[src/rtl/tl_pkg.sv]
package tl_pkg;
  // Width needed to index n items; never below one bit.
  function automatic int sel_width(input int n);
    return (n > 1) ? $clog2(n) : 1;
  endfunction
endpackage

[src/rtl/tl_prio_arb.sv]
module tl_prio_arb #(
  parameter int N = 4
) (
  input  logic [N-1:0] req,
  output logic [N-1:0] gnt
);
  logic [N:0] seen;
  assign seen[0] = 1'b0;
  for (genvar i = 0; i < N; i++) begin : g_chain
    assign seen[i+1] = seen[i] | req[i];
    assign gnt[i]    = req[i] & ~seen[i];
  end
endmodule

[src/rtl/tl_counter_bank.sv]
module tl_counter_bank #(
  parameter int L = 2,
  parameter int W = 4
) (
  input  logic           clk,
  input  logic           rst_n,
  input  logic [L-1:0]   take,
  input  logic [L-1:0]   adv,
  output logic [L*W-1:0] next_flat,
  output logic [L*W-1:0] serve_flat
);
  for (genvar l = 0; l < L; l++) begin : g_lock
    logic [W-1:0] next_q, serve_q;
    always_ff @(posedge clk) begin
      if (!rst_n) begin
        next_q  <= '0;
        serve_q <= '0;
      end else begin
        if (take[l]) next_q  <= next_q + 1'b1;
        if (adv[l])  serve_q <= serve_q + 1'b1;
      end
    end
    assign next_flat[l*W +: W]  = next_q;
    assign serve_flat[l*W +: W] = serve_q;
  end
endmodule

[src/rtl/tl_slot.sv]
module tl_slot #(
  parameter int W  = 4,
  parameter int LW = 1
) (
  input  logic          clk,
  input  logic          rst_n,
  input  logic          load,
  input  logic [LW-1:0] load_lock,
  input  logic [W-1:0]  load_tkt,
  input  logic          clear,
  input  logic [W-1:0]  serve_now,
  output logic          busy,
  output logic [LW-1:0] lock_q,
  output logic [W-1:0]  tkt_q,
  output logic          own,
  output logic [W-1:0]  gap
);
  always_ff @(posedge clk) begin
    if (!rst_n) begin
      busy   <= 1'b0;
      lock_q <= '0;
      tkt_q  <= '0;
    end else if (load) begin
      busy   <= 1'b1;
      lock_q <= load_lock;
      tkt_q  <= load_tkt;
    end else if (clear) begin
      busy   <= 1'b0;
    end
  end

  assign own = busy && (tkt_q == serve_now);
  assign gap = busy ? (tkt_q - serve_now) : '0;
endmodule

[src/rtl/ticket_lock_unit.sv]
module ticket_lock_unit
  import tl_pkg::*;
#(
  parameter int N  = 4,
  parameter int L  = 2,
  parameter int W  = 4,
  localparam int LW = sel_width(L)
) (
  input  logic           clk,
  input  logic           rst_n,
  input  logic [N-1:0]   acq_valid,
  input  logic [N*LW-1:0] acq_lock,
  output logic [N-1:0]   acq_ready,
  input  logic [N-1:0]   rel,
  output logic [N-1:0]   busy,
  output logic [N-1:0]   own,
  output logic [N*W-1:0] tkt,
  output logic [N*W-1:0] gap,
  output logic [N-1:0]   rel_err
);
  logic [L*W-1:0]  next_flat, serve_flat;
  logic [L-1:0]    take, adv;
  logic [N-1:0]    rel_ok;
  logic [N*LW-1:0] slot_lock_flat;

  tl_prio_arb #(.N(N)) u_arb (
    .req (acq_valid & ~busy),
    .gnt (acq_ready)
  );

  tl_counter_bank #(.L(L), .W(W)) u_cnt (
    .clk        (clk),
    .rst_n      (rst_n),
    .take       (take),
    .adv        (adv),
    .next_flat  (next_flat),
    .serve_flat (serve_flat)
  );

  for (genvar i = 0; i < N; i++) begin : g_req
    logic [LW-1:0] req_lock, held_lock;
    logic [W-1:0]  serve_sel, next_sel;
    assign req_lock  = acq_lock[i*LW +: LW];
    assign next_sel  = next_flat[req_lock*W +: W];
    assign serve_sel = serve_flat[held_lock*W +: W];
    assign rel_ok[i] = rel[i] & own[i];

    tl_slot #(.W(W), .LW(LW)) u_slot (
      .clk       (clk),
      .rst_n     (rst_n),
      .load      (acq_ready[i]),
      .load_lock (req_lock),
      .load_tkt  (next_sel),
      .clear     (rel_ok[i]),
      .serve_now (serve_sel),
      .busy      (busy[i]),
      .lock_q    (held_lock),
      .tkt_q     (tkt[i*W +: W]),
      .own       (own[i]),
      .gap       (gap[i*W +: W])
    );
    assign slot_lock_flat[i*LW +: LW] = held_lock;
  end

  always_comb begin
    take = '0;
    adv  = '0;
    for (int l = 0; l < L; l++) begin
      for (int i = 0; i < N; i++) begin
        if (acq_ready[i] && acq_lock[i*LW +: LW] == LW'(l)) take[l] = 1'b1;
        if (rel_ok[i] && slot_lock_flat[i*LW +: LW] == LW'(l)) adv[l] = 1'b1;
      end
    end
  end

  always_ff @(posedge clk) begin
    if (!rst_n) rel_err <= '0;
    else        rel_err <= rel & ~own;
  end
endmodule

[config.mk]
export PLATFORM = sky130hd
export DESIGN_NAME = ticket_lock_unit
export DESIGN_NICKNAME = d
export VERILOG_FILES = /design/src/rtl/tl_pkg.sv /design/src/rtl/tl_prio_arb.sv /design/src/rtl/tl_counter_bank.sv /design/src/rtl/tl_slot.sv /design/src/rtl/ticket_lock_unit.sv
export SDC_FILE = /design/constraint.sdc
export NUM_CORES = 1
export LEC_CHECK = 0
export ABC_AREA = 0
export CORE_UTILIZATION = 40
export DETAILED_ROUTE_END_ITERATION = 8
export PLACE_DENSITY = 0.73
export SETUP_SLACK_MARGIN = 0.4
export SYNTH_ARGS = -nofsm -noshare
export SYNTH_HDL_FRONTEND = slang
export SYNTH_HIERARCHICAL = 1
export SYNTH_SLANG_ARGS = --single-unit
[constraint.sdc]
create_clock -name clk -period 3.6 [get_ports clk]
set_input_delay 1.08 -clock clk [delete_from_list [all_inputs] [get_ports clk]]
set_output_delay 1.08 -clock clk [all_outputs]
set_load 0.01 [all_outputs]
==> results of run 1 <==
[cell families after synthesis]
kind of cell	Yosys count	share of synthesized area, %
xor gates and xnor gates	12	3.70
and+or+nand+nor	108	23.1
AOI/OAI and AO/OA	24	5.98
DFF	44	31.0
buffers and inverters	25	3.87
muxes	60	22.5
adders and majority gates	20	9.85
[final timing paths]
path,from,to,slack (ns),cells past startpoint
worst max-delay path,g_req[3].u_slot/lock_q,gap[14],0.44,7
worst min-delay path,u_cnt/g_lock[0].next_q[3],u_cnt/g_lock[0].next_q[3],0.54,2
worst max register to register,g_req[3].u_slot/lock_q,u_cnt/g_lock[0].serve_q[3],1.15,11
worst min register to register,u_cnt/g_lock[0].next_q[3],u_cnt/g_lock[0].next_q[3],0.54,2
[registers in the layout (all words and copies together) (netlist names)]
signal	count
g_req.u_slot/tkt_q	16
g_req.u_slot/lock_q	4
u_cnt/g_lock.serve_q	8
g_req.u_slot/busy	4
u_cnt/g_lock.next_q	8
rel_err	4
[cell usage in the layout (no fill, tap or decap), types with 5 or more instances in the layout]
| master | instances |
|---|---|
| nand3b_1 | 11 |
| mux2_1 | 27 |
| nand2b_1 | 7 |
| clkbuf_8 | 5 |
| nand4_1 | 9 |
| a21oi_2 | 5 |
| inv_1 | 15 |
| clkdlybuf4s50_1 | 38 |
| and3b_1 | 7 |
| xor2_1 | 7 |
| nand3_1 | 8 |
| nor2_1 | 10 |
| buf_4 | 21 |
| nand2_1 | 7 |
| and2_1 | 11 |
| dfxtp_1 | 34 |
| dfxtp_4 | 6 |
| ha_1 | 11 |
| dlygate4sd2_1 | 7 |
| a21oi_1 | 6 |
| nor2b_1 | 30 |
| mux2i_1 | 28 |
[where the power goes]
group / switching (mW) / total, mW / internal (mW)
sequential: 0.0447 / 0.558 / 0.514
combinational: 0.190 / 0.417 / 0.227
clock: 0.178 / 0.384 / 0.206
total: 0.413 / 1.36 / 0.946
[critical path: stages (launching register included)]
cell and delay [ns]:
dfxtp_4 0.37, buf_4 0.14, mux2_1 0.23, inv_2 0.06
fa_1 0.43, xor2_1 0.15, and2_1 0.14, dlygate4sd2_1 0.27
[layout make-up]
cell class | instances | area (µm²)
Sequential cell | 44 | 908
Tap cell | 96 | 120
Timing Repair Buffer | 85 | 769
Fill cell | 601 | 2850
Clock inverter | 3 | 42.5
Multi-Input combinational cell | 224 | 2000
Clock buffer | 5 | 68.8
Inverter | 19 | 71.3
[stage by stage]
step	setup WS, ns	cell area (µm²)	hold slack (ns)
6_report	0.439	3980	0.540
5_1_grt	0.378	3980	0.568
4_1_cts	0.183	3890	0.529
3_5_place_dp	-0.151	3610	0.513
3_3_place_gp	-0.144	3610	0.495
2_1_floorplan	0.798	2840	0.468
[routing by layer]
metal	global-route usage (%)	wire, µm	up-vias
met5	0	0	-
met4	7.12	156	0
met3	3.52	423	14
met2	33.5	3560	86
met1	25.8	3200	1154
li1	-	-	1191
[what timing repair did]
item	4_1_cts	5_1_grt
setup endpoints to repair	22	14
resized for setup	70	28
setup buffers	9	5
pin swaps	3	2
==> impl_metrics.toml, run 1 <==
[status]
status = "finished, final reports clean"

[clocking]
clockRootBuffer = "clkbuf_8"
hold_buffers = 0
htree_levels = 2
cts.sinks = 44
worstSkewPairLatency_ns = 0.30
cts.clk_slew.worst_paths_ns = 0.09
cts_buffers = 5
cts_tree = "yes"
cts_max_path_buffers = 2

[detailed_routing]
firstDrtPassIters = 4
wl_per_cell_um = 15.4
drt-initial-drc-count = 94
drt_wl_total_mm = 7.34
via_per_inst = 5.14
vias = 2445
drc = 0
ant_nets = 0

[worst_setup_path]
start_kind = "flop"
worstPathArrival_ns = 2.08
critical_path.max_fanout = 4
critPathRequiredTime_ns = 2.52
critPathCaptureType = "output pin"
crit_type = "reg2out"

[floorplan]
chipHeight_um = 86.3
rows = 30
pin_count = 62
dieWidth_um = 86.3
start_util_pct = 41.6
core_area_um2 = 6830
die_area_um2 = 7450

[finish]
drive_gt1_share_pct = 22.1
final_core_util_pct = 58.2
finalNetCount = 413
antennaDiodeCount = 0
final_cells = 476
syn_to_final_growth_pct = 39.9

[timing]
min_period_over_period_pct = 87.8
fin_crit_ns = 3.16
hold_viol_final = 0
slew_viol_final = 0
slew_headroom_pct = 67.3
rsz0062_at_grt = "yes"
fin_skew_ns = 0.0112
max_slew.worst_pin.slew_ns = 0.490
tns_ns = 0
fmax_ghz = 0.316
setup_violations = 0

[synth]
yosysWarnings = 6
async_reset_ff_share_pct = 0
synthTopCellsByCount = "dfxtp_1, nor2b_1, mux2_1, mux2i_1, inv_1"
synthCells = 293
yosys-top-cells-area = "dfxtp_1, mux2_1, mux2i_1, nor2b_1, ha_1"
ys_types = 29
ys_dominant_reg_cell = "dfxtp_1"
syn-num-nets = 327
synth_edf_count = 0
synth.most_common_cell = "dfxtp_1"
synth_top_area_cell = "dfxtp_1"
synth_area_um2 = 2840
synth_top_cell_area_share_pct = 31.0
syn_avg_cell_area_um2 = 9.71
ys_seq_area_share_pct = 31.0
yosys_register_bits = 44

[grt]
antenna_found_initial = 0
grt_first_pass_wirelength_mm = 11.4
grt_usage_pct = 20.0
grt_pass1_vias = 2267
grt_overflow = 0
grt_max_degree = 33

[placement]
dp_cells = 454
portBuffers = 61
dp_hpwl_mm = 5.15
gp_congestion = 0.797

[pwr]
powerDensity_nw_per_um2 = 342
p_leak_nw = 1.72
max-vdd-ir-drop_mv = 0.163
finalPower_mw = 1.36

[worst_hold_path]
min_path_type = "reg2reg"

[flow_run]
drv_cap = 0
(Power assumes the default switching activity.)
==> inputs of run 2 (changes only) <==
ABC_AREA = 1   (was 0)
PLACE_DENSITY = 0.74   (was 0.73)
==> impl_metrics.toml, run 2 <==
[worst_setup_path]
start_kind = "input port"
crit_type = "in2out"
critical_path.max_fanout = 2
critPathRequiredTime_ns = 2.52
path_common_cell = "inv_1"
max_stage_delay_ns = 0.42
worstSetupStartpoint = "acq_valid[2]"
path_cells = "clkdlybuf4s50_1 -> inv_1 -> nor2_1 -> inv_1 -> nand2_1 -> nor2_2 -> clkbuf_2"
critPathCaptureType = "output pin"
worstPathArrival_ns = 2.12
cp_num_buf_inv = 4
reg2reg_slack_ns = 1.32
critical_path.slowest_cell = "clkdlybuf4s50_1"
cp_top_family = "buffers and inverters"
reg2reg_from = "u_cnt/g_lock[0].serve_q[1]"

[clocking]
worstSkewPairLatency_ns = 0.30
cts_buffers = 5
clockRootBuffer = "clkbuf_8"
cts_tree = "yes"
cts.clk_slew.worst_paths_ns = 0.08
hold_buffers = 0
cts_max_path_buffers = 2
cts.sinks = 44
htree_levels = 2

[synth]
synthTopCellsByCount = "nand2_1, nor2_1, inv_1, o21ai_0, dfxtp_1"
ys_seq_area_share_pct = 31.7
synthCells = 434
yosys_register_bits = 44
synth_top_cell_area_share_pct = 31.7
muxShareOfSynthArea_pct = 0
syn_avg_cell_area_um2 = 6.41
synth_top_family_by_area = "simple AND/OR/NAND/NOR gates"
synth_area_um2 = 2780
synth_edf_count = 0
ys_types = 18
syn-num-nets = 468
synth.most_common_cell = "nand2_1"
synth_top_area_cell = "dfxtp_1"
synthSimpleGateAreaFrac_pct = 28.7
synth_compound_area_share_pct = 17.3
synth_xor_area_share_pct = 0
yosysWarnings = 6
yosys-top-cells-area = "dfxtp_1, nand2_1, o21ai_0, nor2_1, inv_1"
async_reset_ff_share_pct = 0
ys_dominant_reg_cell = "dfxtp_1"
synthAdderAreaFrac_pct = 10.1

[floorplan]
start_util_pct = 41.2
pin_count = 62
core_area_um2 = 6760
die_area_um2 = 7290
dieWidth_um = 85.4
rows = 30
chipHeight_um = 85.4

[finish]
drive_gt1_share_pct = 13.2
final_common_cell = "nand2_1"
largest_reg_flops = 16
largestRegisters = "g_req.u_slot/tkt_q x16, u_cnt/g_lock.next_q x8, u_cnt/g_lock.serve_q x8"
largest_register = "g_req.u_slot/tkt_q"
syn_to_final_growth_pct = 34.4
finalNetCount = 539
final_core_util_pct = 55.3
most-common-layout-cells = "nand2_1, nor2_1, inv_1, o21ai_0, clkdlybuf4s50_1"
antennaDiodeCount = 0

[pwr]
p_sw_mw = 0.462
p_clk_share_pct = 27.5
pwr-share-comb_pct = 31.1
p_sw_share_pct = 33.2
powerDensity_nw_per_um2 = 372
p_seq_share_pct = 41.4
max-vdd-ir-drop_mv = 0.186
p_leak_nw = 1.68
p_int_mw = 0.929

[grt]
grt_first_pass_wirelength_mm = 12.0
grt_pass1_vias = 2694
grt_overflow = 0
grt_usage_pct = 20.2
antenna_found_initial = 0
grt_max_degree = 45

[detailed_routing]
via_per_inst = 4.93
ant_nets = 0
drc = 0
wl_per_cell_um = 12.2
drt_wl_total_mm = 7.17
drt-initial-drc-count = 128
vias = 2889
firstDrtPassIters = 4

[placement]
dp_hpwl_mm = 5.20
portBuffers = 61
gp_congestion = 0.808

[timing]
rsz0062_at_grt = "yes"
tns_ns = 0
min_period_over_period_pct = 89.0
fmax_ghz = 0.312
slew_headroom_pct = 71.8
hold_viol_final = 0
fin_crit_ns = 3.20
fin_skew_ns = 0.00571
slew_viol_final = 0
fin_hold_ws_ns = 0.502
setup_violations = 0
max_slew.worst_pin.slew_ns = 0.422

[worst_hold_path]
min_from = "g_req[1].u_slot/tkt_q[0]"
min_path_type = "reg2reg"

[flow_run]
drv_cap = 0

[status]
status = "finished, final reports clean"
## run 2: layout make-up
type	count	area (µm²)
Multi-Input combinational cell	313	1680
Sequential cell	44	901
Timing Repair Buffer	74	698
Inverter	67	251
Tap cell	80	100
Clock buffer	6	72.6
Clock inverter	2	35.0
Fill cell	644	3020
## run 2: worst reg2reg max path: stages, from the launching register on
cell	delay [ns]
dfxtp_2	0.36
inv_1	0.10
o21ai_0	0.17
inv_1	0.10
ha_1	0.31
nand4_1	0.10
nor2_2	0.15
buf_4	0.13
nand2_1	0.07
nor2_1	0.09
nor2_1	0.06
nand2_1	0.17
nand2_2	0.09
nor2_2	0.13
nand2_1	0.06
nand2_1	0.05
nor2_1	0.04
## run 2: worst paths after layout
kind / cells past startpoint / end
hold reg to reg: 2 / g_req[1].u_slot/tkt_q[0]
setup / recovery: 7 / acq_ready[3]
hold / removal: 2 / g_req[1].u_slot/tkt_q[0]
setup reg to reg: 16 / u_cnt/g_lock[0].serve_q[3]
## run 2: power by group through the flow
| stage | Combinational (mW) | Sequential, mW | Clock [mW] |
|---|---|---|---|
| after floorplan | 0.243 | 0.576 | 0 |
| after global placement | 0.393 | 0.583 | 0 |
| after detailed placement | 0.405 | 0.583 | 0 |
| after CTS | 0.425 | 0.575 | 0.388 |
| after global routing | 0.482 | 0.583 | 0.409 |
| final | 0.433 | 0.575 | 0.382 |
## run 2: routing by layer
metal	wire [µm]	global-route usage [%]	vias to the layer above
met5	0	0	-
met4	70	5.61	0
met3	214	2.82	8
met2	3570	35.8	49
met1	3310	25.6	1322
li1	-	-	1510
## run 2: repair_timing
| action | 4_1_cts | 5_1_grt |
|---|---|---|
| cloned | 0 | 0 |
| setup buffers | 6 | 0 |
| pin swaps | 5 | 2 |
| gates resized for setup | 65 | 16 |
| endpoints found under the setup margin | 20 | 7 |
## run 2: kinds of logic (layout without fill, tap and decap cells)
group	count (synthesis)	count (layout)
compound gates	94	94
buf+inv	77	149
simple gates	199	199
flops	44	44
fa+ha+maj	20	20
## run 2: metrics by stage
step / power, mW / instances / setup WS [ns] / area, µm²
floorplan: 0.820 / 434 / 0.901 / 2780
CTS: 1.39 / 586 / 0.269 / 3710
detailed placement: 0.988 / 572 / -0.0454 / 3460
global placement: 0.976 / 572 / -0.0434 / 3460
global route: 1.47 / 586 / 0.303 / 3740
finish: 1.39 / 586 / 0.397 / 3740
